File: src/rtl/spi_ro_pkg.sv
package spi_ro_pkg;

  typedef enum logic [1:0] {
    LW_ONE  = 2'b00,
    LW_RSV  = 2'b01,
    LW_TWO  = 2'b10,
    LW_FOUR = 2'b11
  } lane_w_e;

  localparam logic [1:0] OM_EARLY = 2'b01;

  // Bits per launch for a width code; the reserved code acts as single lane.
  function automatic int lanes_of(lane_w_e w);
    case (w)
      LW_TWO:  return 2;
      LW_FOUR: return 4;
      default: return 1;
    endcase
  endfunction

endpackage

File: src/rtl/spi_ro_edge_sync.sv
module spi_ro_edge_sync #(
  parameter int STAGES = 2,
  parameter bit INIT   = 1'b0
) (
  input  logic clk,
  input  logic rst,
  input  logic din,
  output logic level,
  output logic rise,
  output logic fall
);
  // chain[STAGES-1] is the synchronised level, chain[STAGES] its previous value
  logic [STAGES:0] chain;

  always_ff @(posedge clk) begin
    if (rst) chain <= {(STAGES+1){INIT}};
    else     chain <= {chain[STAGES-1:0], din};
  end

  assign level = chain[STAGES-1];
  assign rise  = chain[STAGES-1] & ~chain[STAGES];
  assign fall  = ~chain[STAGES-1] & chain[STAGES];
endmodule

File: src/rtl/spi_ro_lane_fmt.sv
module spi_ro_lane_fmt
  import spi_ro_pkg::*;
#(
  parameter int SH_W  = 24,
  parameter int LANES = 4
) (
  input  logic [SH_W-1:0]  src,
  input  lane_w_e          width,
  output logic [LANES-1:0] grp
);
  localparam int IW = $clog2(SH_W);

  for (genvar i = 0; i < LANES; i++) begin : g_lane
    logic          bit_q;
    logic [IW-1:0] idx;
    always_comb begin
      idx   = IW'(SH_W - lanes_of(width) + i);
      bit_q = 1'b0;
      if (i < lanes_of(width)) bit_q = src[idx];
    end
    assign grp[i] = bit_q;
  end
endmodule

File: src/rtl/spi_ro_serializer.sv
module spi_ro_serializer
  import spi_ro_pkg::*;
#(
  parameter int DATA_W      = 22,
  parameter int LANES       = 4,
  parameter int SYNC_STAGES = 2
) (
  input  logic              clk,
  input  logic              rst,
  input  logic              cs_n,
  input  logic              sclk,
  input  logic [DATA_W-1:0] data_word,
  input  logic [1:0]        clk_mode,
  input  logic [1:0]        lane_sel,
  input  logic [1:0]        out_mode,
  output logic [LANES-1:0]  sdo,
  output logic              rvs
);
  localparam int SH_W = ((DATA_W + LANES - 1) / LANES) * LANES;
  localparam int PAD  = SH_W - DATA_W;

  logic cs_lvl, cs_rise, cs_fall;
  logic sc_lvl, sclk_rise, sclk_fall;

  spi_ro_edge_sync #(.STAGES(SYNC_STAGES), .INIT(1'b1)) u_cs_sync (
    .clk(clk), .rst(rst), .din(cs_n),
    .level(cs_lvl), .rise(cs_rise), .fall(cs_fall)
  );

  spi_ro_edge_sync #(.STAGES(SYNC_STAGES), .INIT(1'b0)) u_sclk_sync (
    .clk(clk), .rst(rst), .din(sclk),
    .level(sc_lvl), .rise(sclk_rise), .fall(sclk_fall)
  );

  // Frame state captured at select fall
  logic            in_frame;
  logic [1:0]      mode_q;
  lane_w_e         width_q;
  logic            edl_q;
  logic [SH_W-1:0] shreg;
  logic [LANES-1:0] sdo_q;
  logic            rvs_q;

  logic            launch_on_rise;
  logic            launch_ev, capture_ev, shift_ev;
  logic [SH_W-1:0] aligned, fmt_src, shifted;
  lane_w_e         fmt_w;
  logic [LANES-1:0] fmt_grp;

  // Launch edge is rising for modes 01/10, falling for 00/11
  assign launch_on_rise = mode_q[0] ^ mode_q[1];
  assign launch_ev  = in_frame & (launch_on_rise ? sclk_rise : sclk_fall);
  assign capture_ev = in_frame & (launch_on_rise ? sclk_fall : sclk_rise);
  assign shift_ev   = edl_q ? capture_ev : launch_ev;

  assign aligned = {data_word, {PAD{1'b0}}};
  assign fmt_src = cs_fall ? aligned : shreg;
  assign fmt_w   = cs_fall ? lane_w_e'(lane_sel) : width_q;
  assign shifted = fmt_src << lanes_of(fmt_w);

  spi_ro_lane_fmt #(.SH_W(SH_W), .LANES(LANES)) u_fmt (
    .src(fmt_src), .width(fmt_w), .grp(fmt_grp)
  );

  always_ff @(posedge clk) begin
    if (rst) begin
      in_frame <= 1'b0;
      mode_q   <= 2'b00;
      width_q  <= LW_ONE;
      edl_q    <= 1'b0;
      shreg    <= '0;
      sdo_q    <= '0;
      rvs_q    <= 1'b1;
    end else if (cs_rise) begin
      in_frame <= 1'b0;
      sdo_q    <= '0;
      rvs_q    <= 1'b1;
    end else if (cs_fall) begin
      in_frame <= 1'b1;
      rvs_q    <= 1'b0;
      mode_q   <= clk_mode;
      width_q  <= lane_w_e'(lane_sel);
      edl_q    <= (out_mode == OM_EARLY) && !clk_mode[0];
      if (!clk_mode[0]) begin
        sdo_q <= fmt_grp;
        shreg <= shifted;
      end else begin
        sdo_q <= '0;
        shreg <= aligned;
      end
    end else if (shift_ev) begin
      sdo_q <= fmt_grp;
      shreg <= shifted;
    end
  end

  assign sdo = sdo_q;
  assign rvs = rvs_q;

  logic unused_lvl;
  assign unused_lvl = cs_lvl ^ sc_lvl;
endmodule

File: config.mk
export PLATFORM = sky130hd
export DESIGN_NAME = spi_ro_serializer
export DESIGN_NICKNAME = d
export VERILOG_FILES = /design/src/rtl/spi_ro_pkg.sv /design/src/rtl/spi_ro_edge_sync.sv /design/src/rtl/spi_ro_lane_fmt.sv /design/src/rtl/spi_ro_serializer.sv
export SDC_FILE = /design/constraint.sdc
export NUM_CORES = 1
export LEC_CHECK = 0
export ABC_AREA = 1
export BUFFER_PORTS_ARGS = -buffer_cell sky130_fd_sc_hd__buf_2
export CELL_PAD_IN_SITES_DETAIL_PLACEMENT = 0
export CELL_PAD_IN_SITES_GLOBAL_PLACEMENT = 1
export CORE_MARGIN = 2
export CORE_UTILIZATION = 35
export CTS_CLUSTER_SIZE = 16
export DETAILED_ROUTE_END_ITERATION = 7
export PLACE_DENSITY = 0.82
export REMOVE_ABC_BUFFERS = 1
export SYNTH_ARGS = -nofsm -noshare
export SYNTH_HDL_FRONTEND = slang
export SYNTH_SLANG_ARGS = --single-unit
File: constraint.sdc
create_clock -name clk -period 1.54 [get_ports clk]
set_input_delay 0.154 -clock clk [delete_from_list [all_inputs] [get_ports clk]]
set_output_delay 0.154 -clock clk [all_outputs]
set_load 0.1 [all_outputs]
Word-level counts from Yosys, hierarchy flattened
Index checks and enable logic that the tools add are counted.
- bits in registers: 41
- output and inout bits: 5
- reductions and logical operators: 6
- order comparisons: 8
- eq/ne operators: 3
- shift-type cells: 1
- multiplexer cells: 24
- add/sub/neg operators: 4
- bitwise gates (word level): 12
- operators by type and width (cell ; number):
    $mux W24 ; 4
    $shl A24 B32 Y24 ; 1
    $lt A5 B6 Y1 const B ; 4
    $bmux W1 S5 ; 4
    $mux W4 ; 3
    $mux W1 ; 11
    $add A5 B3 Y5 const B ; 2
    $and A1 B1 Y1 ; 6
    $lt A1 B3 Y1 const A ; 2
    $lt A2 B3 Y1 const A ; 2
    $pmux W3 S2 ; 1
    $add A5 B2 Y5 const B ; 1
    $not A1 Y1 ; 5
    $sub A5 B3 Y5 const A ; 1
    $eq A2 B2 Y1 const B ; 2
    $reduce_and A2 Y1 ; 2
    $eq A2 B1 Y1 const B ; 1
    $mux W2 ; 1
    $reduce_bool A2 Y1 ; 1
    $reduce_or A2 Y1 ; 1
    $logic_and A1 B1 Y1 ; 1
    $logic_not A1 Y1 ; 1
    $xor A1 B1 Y1 ; 1

Longest topological paths before layout
Gate-level depths: netlist (run 1).
- depth in word-level cells: 12
- depth in mapped cells: 14
- mapped depth without buffers: 14

Hierarchy
A second synthesis (run 1) with hierarchy kept.
- cell total of the unflattened synthesis: 508
- area, all modules: 2935.3 um2
- by module, submodules not included (module ; instances ; area each (um2) ; seq. area each (um2) ; cells an instance):
    spi_ro_serializer ; 1 ; 2528.7 ; 700.7 ; 440
    spi_ro_lane_fmt ; 1 ; 215.2 ; 0.0 ; 43
    spi_ro_edge_sync at u_cs_sync ; 1 ; 97.6 ; 60.1 ; 13
    spi_ro_edge_sync at u_sclk_sync ; 1 ; 93.8 ; 60.1 ; 12

Worst setup path before layout (run 1)
Ideal clock, no wire load.
- path type: register to register
- start point: register u_cs_sync.chain[1]
- end point: register shreg[13]
- setup slack: 48 ps
- stages on the path, launching flop included: 13
- arrival: 1365 ps
- path buffers: 1
- library setup time: 127 ps
- cell sequence: dfxtp_1 > inv_2 > nand2_2 > buf_6 > nand2_2 > o21ai_4 > nor2_4 > inv_2 > nand2_1 > a21oi_1 > nor2_1 > nor2_1 > nor2_1
- longest elaborated chain between the ends: 8
- ends and longest elaborated chain (what ; RTL line ; text):
    from (decl) ; spi_ro_edge_sync.sv:13 ; logic [STAGES:0] chain;
    from (signal assigned) ; spi_ro_edge_sync.sv:16 ; if (rst) chain <= {(STAGES+1){INIT}};
    from (signal assigned) ; spi_ro_edge_sync.sv:17 ; else chain <= {chain[STAGES-1:0], din};
    $not A1 Y1 ; spi_ro_edge_sync.sv:22 ; assign fall = ~chain[STAGES-1] & chain[STAGES];
    $and A1 B1 Y1 ; spi_ro_edge_sync.sv:22 ;
    $mux W2 ; - ;
    $eq A2 B2 Y1 ; spi_ro_pkg.sv:14 ; case (w)
    $pmux W3 S2 ; spi_ro_pkg.sv:14 ;
    $shl A24 B32 Y24 ; spi_ro_serializer.sv:59 ; assign shifted = fmt_src << lanes_of(fmt_w);
    $mux W24 (on tied branches) ; spi_ro_serializer.sv:91, spi_ro_serializer.sv:84 ;
    $mux W24 ; spi_ro_serializer.sv:78 ; end else if (cs_fall) begin
    to (signal assigned) ; spi_ro_serializer.sv:86 ; shreg <= shifted;
    to (signal assigned) ; spi_ro_serializer.sv:89 ; shreg <= aligned;
    to (signal assigned) ; spi_ro_serializer.sv:93 ; shreg <= shifted;
    to (decl) ; spi_ro_serializer.sv:40 ; logic [SH_W-1:0] shreg;
Several ways; a longest one is shown, not always the timed one. The select of a mux whose other input is x is not followed.
A chain may end at the register's enable or synchronous reset.

Worst setup path after layout (run 1)
- start point: register u_cs_sync.chain[1]
- end point: register shreg[23]
Same word-level chain as after synthesis.

==> results of run 1 <==
-- sequential cells by signal, summed over array words and instances (netlist names) --
signal             cells
width_q                2
u_sclk_sync.chain      3
sdo                    4
edl_q                  1
in_frame               1
u_cs_sync.chain        3
rvs                    1
mode_q                 2
shreg                 24
-- power breakdown --
part	switching, mW	internal, mW
Clock	0.409	0.645
Combinational	0.496	0.334
Sequential	0.0300	1.12
-- metrics by stage --
stage          area [µm²]  utilization (%)  setup WS (ns)  cells
6_report             3670             50.3        -0.0789    617
3_3_place_gp         3160             43.4        -0.0647    601
3_5_place_dp         3160             43.4         -0.145    601
4_1_cts              3430             47.0        -0.0339    613
2_1_floorplan        2510                -         -0.706    424
5_1_grt              3670             50.3         -0.192    617
-- worst min-delay path by stage --
| stage | to | slack [ns] | cells after the start |
|---|---|---|---|
| floorplan | mode_q[0]$_SDFFE_PP0P_ | 0.22 | 1 |
| global placement | u_cs_sync.chain[0]$_SDFF_PP1_ | 0.34 | 2 |
| detailed placement | u_cs_sync.chain[0]$_SDFF_PP1_ | 0.34 | 2 |
| CTS | u_cs_sync.chain[0]$_SDFF_PP1_ | 0.03 | 2 |
| global route | u_cs_sync.chain[0]$_SDFF_PP1_ | 0.02 | 2 |
| finish | u_cs_sync.chain[0]$_SDFF_PP1_ | 0.03 | 2 |
-- cell families after synthesis --
family / Yosys count / synth area share [%]
and+or+nand+nor: 261 / 41.3
AOI/OAI and AO/OA: 72 / 15.0
buffers and inverters: 72 / 12.8
DFF: 41 / 30.9
-- critical path, delay by kind of cell, from the launching register on --
kind / cells / cell delay, ns
buf+inv: 2 / 0.30
compound gates: 3 / 0.34
flops: 1 / 0.33
simple gates: 5 / 0.54
-- layout make-up --
type	instances	area [µm²]
Clock buffer	5	68.8
Clock inverter	3	65.1
Fill cell	774	3620
Inverter	50	203
Multi-Input combinational cell	333	1690
Sequential cell	41	826
Tap cell	99	124
Timing Repair Buffer	86	694
-- synthesized netlist by cell type (5+ instances only) --
library cell / n
dfxtp_1: 41
nand2_1: 149
o21ai_0: 14
buf_2: 8
nor2_1: 57
o211ai_1: 5
buf_6: 6
o21ai_1: 25
a21oi_1: 22
inv_1: 42
nand3_1: 36
inv_2: 7
-- routing by layer --
| metal | routed length [µm] | track usage (%) | up-vias |
|---|---|---|---|
| met3 | 439 | 3.07 | 13 |
| met2 | 4150 | 33.5 | 63 |
| met4 | 138 | 4.67 | 0 |
| li1 | - | - | 1542 |
| met5 | 0 | 0 | - |
| met1 | 3680 | 25.1 | 1403 |
-- placed cells by master, fill, tap and decap left out, types with 3 or more instances in the layout --
cell,n
nand2_1,134
nor2_1,54
inv_1,42
dfxtp_1,37
buf_2,36
buf_4,33
nand3_1,21
a21oi_1,19
o21ai_1,19
nand2_2,17
nand3_2,15
o21ai_0,13
buf_6,9
inv_2,6
o21ai_2,6
o211ai_1,5
clkbuf_8,5
buf_12,5
nand2_4,4
o21ai_4,4
nand4_1,4
dfxtp_2,4
nor2_4,3
nor2_2,3
a21oi_2,3
-- repair_timing --
action	in CTS	in global routing
buffers inserted	4	2
setup endpoints to repair	25	28
cloned	0	2
pin swaps	10	31
resized for setup	26	45
==> flow_summary.toml, run 1 <==
[floorplan]
initial_core_util_pct = 36.5
coreArea_um2 = 7290
dieArea_um2 = 8310
die_h_um = 91.2
die_w_um = 91.2
rows = 31
io_pins = 37

[timing]
period_needed_ns = 1.62
rsz0062_at_grt = "true"
fmax_mhz = 618
slew_headroom_pct = 46.2
tightest_slew_ns = 0.806
min_period_over_period_pct = 105
hold_slack_ns = 0.0314
hold_violations = 0
fin_skew_ns = 0.00714
setup_viol = 20
setup_ws_ns = -0.0789
tns_ns = -0.727
drv_slew = 0

[min_path]
hp-start = "cs_n"
hold_class = "input port to flop"

[route]
first_pass_iters = 4
wirelength_mm = 8.41
antenna_left = 0
drt-vias-per-instance = 4.90
via_count = 3021
drc_errors = 0
wl_per_cell_um = 13.6
first_iter_violations = 148

[finish]
antennaDiodeCount = 0
fin_nets = 549
drive_above_1_share_pct = 31.5
syn_to_final_growth_pct = 37.9

[setup_path]
reg2regPathDepth = 10
path_max_fanout = 6
critical_path_class = "flop to flop"
path_cells = "buf_4 -> nor2_4 -> nand2_1 -> nand2_4 -> nand2_4 -> buf_4 -> o21ai_1 -> o21ai_1 -> a21oi_1 -> nor2_1"
cp.arrival_ns = 1.82
crit_start = "u_cs_sync.chain[1]$_SDFF_PP1_"
endpoint_kind = "flop"
required_ns = 1.74
critical_path.slowest_cell = "dfxtp_2"
cpPeakStageDelay_ns = 0.33
rr_startpoint = "u_cs_sync.chain[1]$_SDFF_PP1_"
rr_endpoint = "shreg[23]$_SDFFE_PP0P_"
crit_end = "shreg[23]$_SDFFE_PP0P_"
reg2reg_setup_slack_ns = -0.08
crit_path_start_kind = "flop"

[grt]
grt_max_degree = 25
grt_usage_pct = 19.3
overflow = 0
grt_pass1_vias = 2807
grt_first_pass_wirelength_mm = 13.1
grt_antenna_before_repair = 0

[placement]
port_buffers = 36
hpwlAfterDp_mm = 5.77
gp_congestion = 0.970

[synthesis]
syn_area_um2 = 2660
yosysTopAreaCell = "dfxtp_1"
synthTopCellsByArea = "dfxtp_1 (31%), nand2_1 (21%), nor2_1 (8.0%)"
yosys_warnings = 0
avgSynthCellArea_um2 = 5.96
syn_inst = 446
synth_top_area_share_pct = 30.9
yosysUniqueCellTypes = 28
ys_ff_latch = 41
synth_edf_count = 0
ys_seq_area_share_pct = 30.9
synth_ff_type = "dfxtp_1"
async_reset_ff_share_pct = 0

[cts]
clk-insertion-delay-late_ns = 0.30
clk_pin_slew_ns = 0.08
htreeDepth = 2
cts_buffer_depth = 2
cts_buffers = 5
cts_root_buffer = "clkbuf_8"
cts.sinks = 41
cts_tree = "done"
ctsHoldBuffers = 0

[status]
violations = "negative setup slack"
status = "finished with violations"

[pwr]
peakVddDrop_mv = 0.374
p_per_area_nw_per_um2 = 827
leakage_nw = 1.75
power_mw = 3.03

[run]
maxCapViolCount = 0
Note: power is estimated with default switching activity, not from simulation.
==> run 2, diff against run 1 <==
ABC_AREA = 0   (was 1)
PLACE_DENSITY = 0.77   (was 0.82)
==> flow_summary.toml, run 2 <==
[grt]
busiest_layer = "met2"
grt_antenna_before_repair = 0
grt_pass1_vias = 3204
overflow = 0
use_met2_pct = 36.9
use_met3_pct = 3.69
grt_usage_pct = 22.7
grtUsageMet1_pct = 29.5
grt_first_pass_wirelength_mm = 15.9
grt_max_degree = 27

[status]
status = "finished with violations"
violations = "negative setup slack"

[pwr]
peakVddDrop_mv = 0.363
p_per_area_nw_per_um2 = 707
leakage_nw = 1.48
power_mw = 2.72

[synthesis]
yosysUniqueCellTypes = 52
ys_seq_area_share_pct = 28.8
syn_area_um2 = 2850
ys_ff_latch = 41
avgSynthCellArea_um2 = 7.66
yosysTopAreaCell = "dfxtp_1"
synth_top_area_share_pct = 28.8
yosysMostFrequentCell = "nand2_1"
synth_edf_count = 0
synthTopCellsByArea = "dfxtp_1 (29%), mux2i_1 (12%), a21oi_1 (6.0%)"
synth_ff_type = "dfxtp_1"
ys_top_cells_by_count = "nand2_1 (43), dfxtp_1 (41), nor2_1 (39)"
yosys_warnings = 0
async_reset_ff_share_pct = 0
syn_inst = 372

[timing]
setup_viol = 27
slew_headroom_pct = 67.7
hold_violations = 0
min_period_over_period_pct = 118
setup_ws_ns = -0.279
fin_skew_ns = 0.00635
drv_slew = 0
period_needed_ns = 1.82
tightest_slew_ns = 0.488
tns_ns = -5.96
fmax_mhz = 550
hold_slack_ns = 0.0405
rsz0062_at_grt = "true"

[route]
first_pass_iters = 5
wirelength_mm = 9.80
drc_errors = 0
drt-vias-per-instance = 5.92
wl_per_cell_um = 17.8
via_count = 3258
first_iter_violations = 167
antenna_left = 0

[setup_path]
cp.arrival_ns = 2.03
required_ns = 1.75
endpoint_kind = "flop"
rr_startpoint = "mode_q[0]$_SDFFE_PP0P_"
reg2regPathDepth = 6
crit_start = "mode_q[0]$_SDFFE_PP0P_"
critical_path_class = "flop to flop"
crit_path_start_kind = "flop"
path_max_fanout = 18

[finish]
largest_reg_flops = 24
layout_commonest_cell = "buf_4"
drive_above_1_share_pct = 32.4
syn_to_final_growth_pct = 35.2
layout_common_cells = "buf_4 (52), nand2_1 (42), dfxtp_1 (37)"
fin_nets = 479
regMostFlops = "shreg"
fill_cells = 785
postLayoutCellArea_um2 = 3850
antennaDiodeCount = 0

[cts]
cts_buffers = 5
clk_pin_slew_ns = 0.09
htreeDepth = 2
cts_root_buffer = "clkbuf_8"
cts_tree = "done"
clk-insertion-delay-late_ns = 0.30
cts.sinks = 41
cts_buffer_depth = 2

[min_path]
hold_depth = 2
hold_class = "input port to flop"
hp-start = "cs_n"

[run]
maxCapViolCount = 0

[placement]
port_buffers = 36
hpwlAfterDp_mm = 7.01
placed_cell_area_um2 = 3500
gp_congestion = 0.895

[floorplan]
die_h_um = 94.2
initial_core_util_pct = 36.5
die_w_um = 94.2
dieArea_um2 = 8880
io_pins = 37
coreArea_um2 = 7810
rows = 32
[run 2: per-stage QoR]
| stage | instances | worst slack [ns] | util, % |
|---|---|---|---|
| after CTS | 549 | -0.283 | 48.4 |
| after global placement | 536 | -0.309 | 44.9 |
| after floorplan | 339 | -1.12 | - |
| after global routing | 550 | -0.380 | 49.3 |
| after detailed placement | 536 | -0.318 | 44.9 |
| final | 550 | -0.279 | 49.3 |
[run 2: layout make-up]
cell class / count / area (µm²) / area share [%]
Clock buffer: 6 / 82.6 / 2.14
Clock inverter: 2 / 37.5 / 0.975
Inverter: 4 / 15.0 / 0.390
Multi-Input combinational cell: 294 / 2000 / 52.0
Sequential cell: 41 / 828 / 21.5
Tap cell: 102 / 128 / 3.31
Timing Repair Buffer: 101 / 756 / 19.6
[run 2: path summary, 6_finish.rpt]
check                                  endpoint  slack (ns)
hold / removal    u_cs_sync.chain[0]$_SDFF_PP1_        0.04
hold reg to reg   u_cs_sync.chain[1]$_SDFF_PP1_        0.42
setup reg to reg          shreg[3]$_SDFFE_PP0P_       -0.28
setup / recovery          shreg[3]$_SDFFE_PP0P_       -0.28
[run 2: logic make-up (layout without fill, tap and decap cells)]
family,count (synthesis),in the layout,share of synthesized area (%)
and+or+nand+nor,147,147,26.3
AOI/OAI and AO/OA,109,109,25.4
DFF,41,41,28.8
muxes,37,37,13.6
buffers and inverters,37,113,5.18
xor gates and xnor gates,1,1,0.790
[run 2: worst max-delay path: stages (launching register included)]
cell      delay (ns)
dfxtp_2         0.33
xnor3_1         0.42
mux2i_4         0.30
a31o_4          0.24
buf_12          0.16
nor2_1          0.05
a311oi_1        0.24
[run 2: repair_timing]
item	CTS	global route
pin swaps	13	4
endpoints found under the setup margin	28	29
hold buffers	0	0
cloned	1	0
resized for setup	29	19
buffers inserted	4	1
[run 2: where the power goes]
part	leakage (nW)	total, mW	switching [mW]	internal, mW
logic	1.09	0.643	0.352	0.291
clock network	0.0574	0.946	0.418	0.528
registers	0.334	1.13	0.0372	1.10
total	1.48	2.72	0.807	1.91
[run 2: metal layers]
metal | vias up | routed length [µm]
met2 | 118 | 4680
met1 | 1575 | 4310
met5 | - | 0
li1 | 1542 | -
met3 | 23 | 495
met4 | 0 | 308
==> run 3, diff against run 2 <==
PLACE_DENSITY = 0.75   (was 0.77)
SYNTH_HIERARCHICAL = 1   (was not set)
==> flow_summary.toml, run 3 <==
[finish]
regMostFlops = "shreg"
layout_commonest_cell = "dfxtp_1"
seq_area_um2 = 822
drive_above_1_share_pct = 47.7
largest_reg_flops = 24
antennaDiodeCount = 0
fin_cells = 473
fill_cells = 716
multiInputGateArea_um2 = 2090
fin_nets = 404
syn_to_final_growth_pct = 45.6
layout_common_cells = "dfxtp_1 (40), buf_2 (36), buf_4 (35)"
postLayoutCellArea_um2 = 4020

[route]
wirelength_mm = 7.89
antenna_left = 0
wl_per_cell_um = 16.7
first_iter_violations = 98
drc_errors = 0
drt-vias-per-instance = 5.38
first_pass_iters = 4
via_count = 2543

[placement]
dp_cells = 448
gp_congestion = 0.801
hpwlAfterDp_mm = 4.86
placed_cell_area_um2 = 3200
port_buffers = 36
place_ws_ns = -1.00

[setup_path]
crit_path_start_kind = "flop"
path_max_fanout = 4
rr_endpoint = "sdo[1]$_SDFFE_PP0P_"
cpPeakStageDelay_ns = 0.44
rr_startpoint = "u_cs_sync/chain[1]$_SDFF_PP1_"
path_common_cell = "mux2_4"
critical_path_class = "flop to flop"
endpoint_kind = "flop"
cp.buffers_inverters = 0
critical_path.slowest_cell = "mux4_2"
crit_family = "multiplexers"
reg2reg_setup_slack_ns = -0.87
cp.arrival_ns = 2.58
reg2regPathDepth = 9
required_ns = 1.71
path_cells = "and2b_2 -> mux2_4 -> nand2b_4 -> ha_4 -> mux2_4 -> mux4_2 -> and2_4 -> mux2i_1 -> nor4_1"

[timing]
rsz0062_at_grt = "true"
min_period_over_period_pct = 156
fin_skew_ns = 0.00417
slew_headroom_pct = 67.2
tightest_slew_ns = 0.492
setup_viol = 28
drv_slew = 0
period_needed_ns = 2.41
setup_ws_ns = -0.868
fmax_mhz = 415
hold_violations = 0

[min_path]
hold_class = "input port to flop"
min_to = "u_cs_sync/chain[0]$_SDFF_PP1_"
hp-start = "cs_n"
hold_depth = 2

[grt]
grt_pass1_vias = 2412
grt_max_degree = 29
overflow = 0
grt_antenna_before_repair = 0
grt_usage_pct = 16.9
grt_first_pass_wirelength_mm = 11.8

[synthesis]
syn_area_um2 = 2760
yosys_warnings = 6
syn_inst = 302
avgSynthCellArea_um2 = 9.14

[cts]
cts_tree = "done"
cts.sinks = 41
clk_pin_slew_ns = 0.08
cts_buffers = 5
htreeDepth = 2
clk-insertion-delay-late_ns = 0.30
cts_buffer_depth = 2
ctsHoldBuffers = 0
cts_root_buffer = "clkbuf_8"

[floorplan]
rows = 32
die_h_um = 92.8
initial_core_util_pct = 35.9
coreArea_um2 = 7690
die_w_um = 92.8
io_pins = 37
dieArea_um2 = 8610

[run]
maxCapViolCount = 0

[pwr]
leakage_nw = 1.48
peakVddDrop_mv = 0.825
p_per_area_nw_per_um2 = 711

[status]
status = "finished with violations"
violations = "negative setup slack"
## run 3: area by class of cell
type | instances | area share [%]
timing repair buffer | 90 | 20.2
clock buffer | 7 | 2.15
inverter | 13 | 1.21
multi-input combinational | 219 | 52.1
clock inverter | 1 | 0.748
sequential | 41 | 20.5
tap | 102 | 3.18
## run 3: what timing repair did
action / 4_1_cts / 5_1_grt
cloned: 0 / 6
endpoints found under the setup margin: 28 / 33
resized for setup: 34 / 57
buffers inserted: 5 / 8
pin swaps: 4 / 22
## run 3: where the power goes
group / switching, mW / total [mW] / leakage [nW] / internal (mW)
combinational: 0.388 / 0.782 / 1.08 / 0.394
clock: 0.409 / 0.938 / 0.0585 / 0.529
sequential: 0.0332 / 1.14 / 0.334 / 1.10
## run 3: how the worst max path moves through the flow
| stage | startpoint | to | slack [ns] | cells after the start |
|---|---|---|---|---|
| after floorplan | u_cs_sync/chain[1]$_SDFF_PP1_ | sdo[1]$_SDFFE_PP0P_ | -1.99 | 9 |
| after global placement | u_cs_sync/chain[1]$_SDFF_PP1_ | sdo[1]$_SDFFE_PP0P_ | -0.95 | 9 |
| after detailed placement | u_cs_sync/chain[1]$_SDFF_PP1_ | sdo[1]$_SDFFE_PP0P_ | -1.00 | 9 |
| after CTS | u_cs_sync/chain[1]$_SDFF_PP1_ | sdo[1]$_SDFFE_PP0P_ | -0.87 | 9 |
| after global routing | u_cs_sync/chain[1]$_SDFF_PP1_ | sdo[1]$_SDFFE_PP0P_ | -0.93 | 9 |
| final | u_cs_sync/chain[1]$_SDFF_PP1_ | sdo[1]$_SDFFE_PP0P_ | -0.87 | 9 |
## run 3: per-stage QoR
step	utilization [%]	TNS, ns	total power [mW]	hold slack, ns
final	52.2	-11.29	2.86	0.0361
after global routing	52.2	-13.85	2.98	0.0320
after CTS	45.0	-11.30	2.69	0.0327
after detailed placement	41.6	-16.29	1.72	0.352
after global placement	41.6	-14.88	1.71	0.345
after floorplan	-	-42.33	1.49	0.219
## run 3: per-layer routing
| layer | GRT usage, % | wire length, µm | vias to the layer above |
|---|---|---|---|
| met1 | 24.1 | 3690 | 1226 |
| met2 | 26.8 | 3760 | 63 |
| met4 | 3.68 | 113 | 0 |
| met5 | 0 | 0 | - |
| met3 | 2.93 | 324 | 11 |
| li1 | - | - | 1243 |
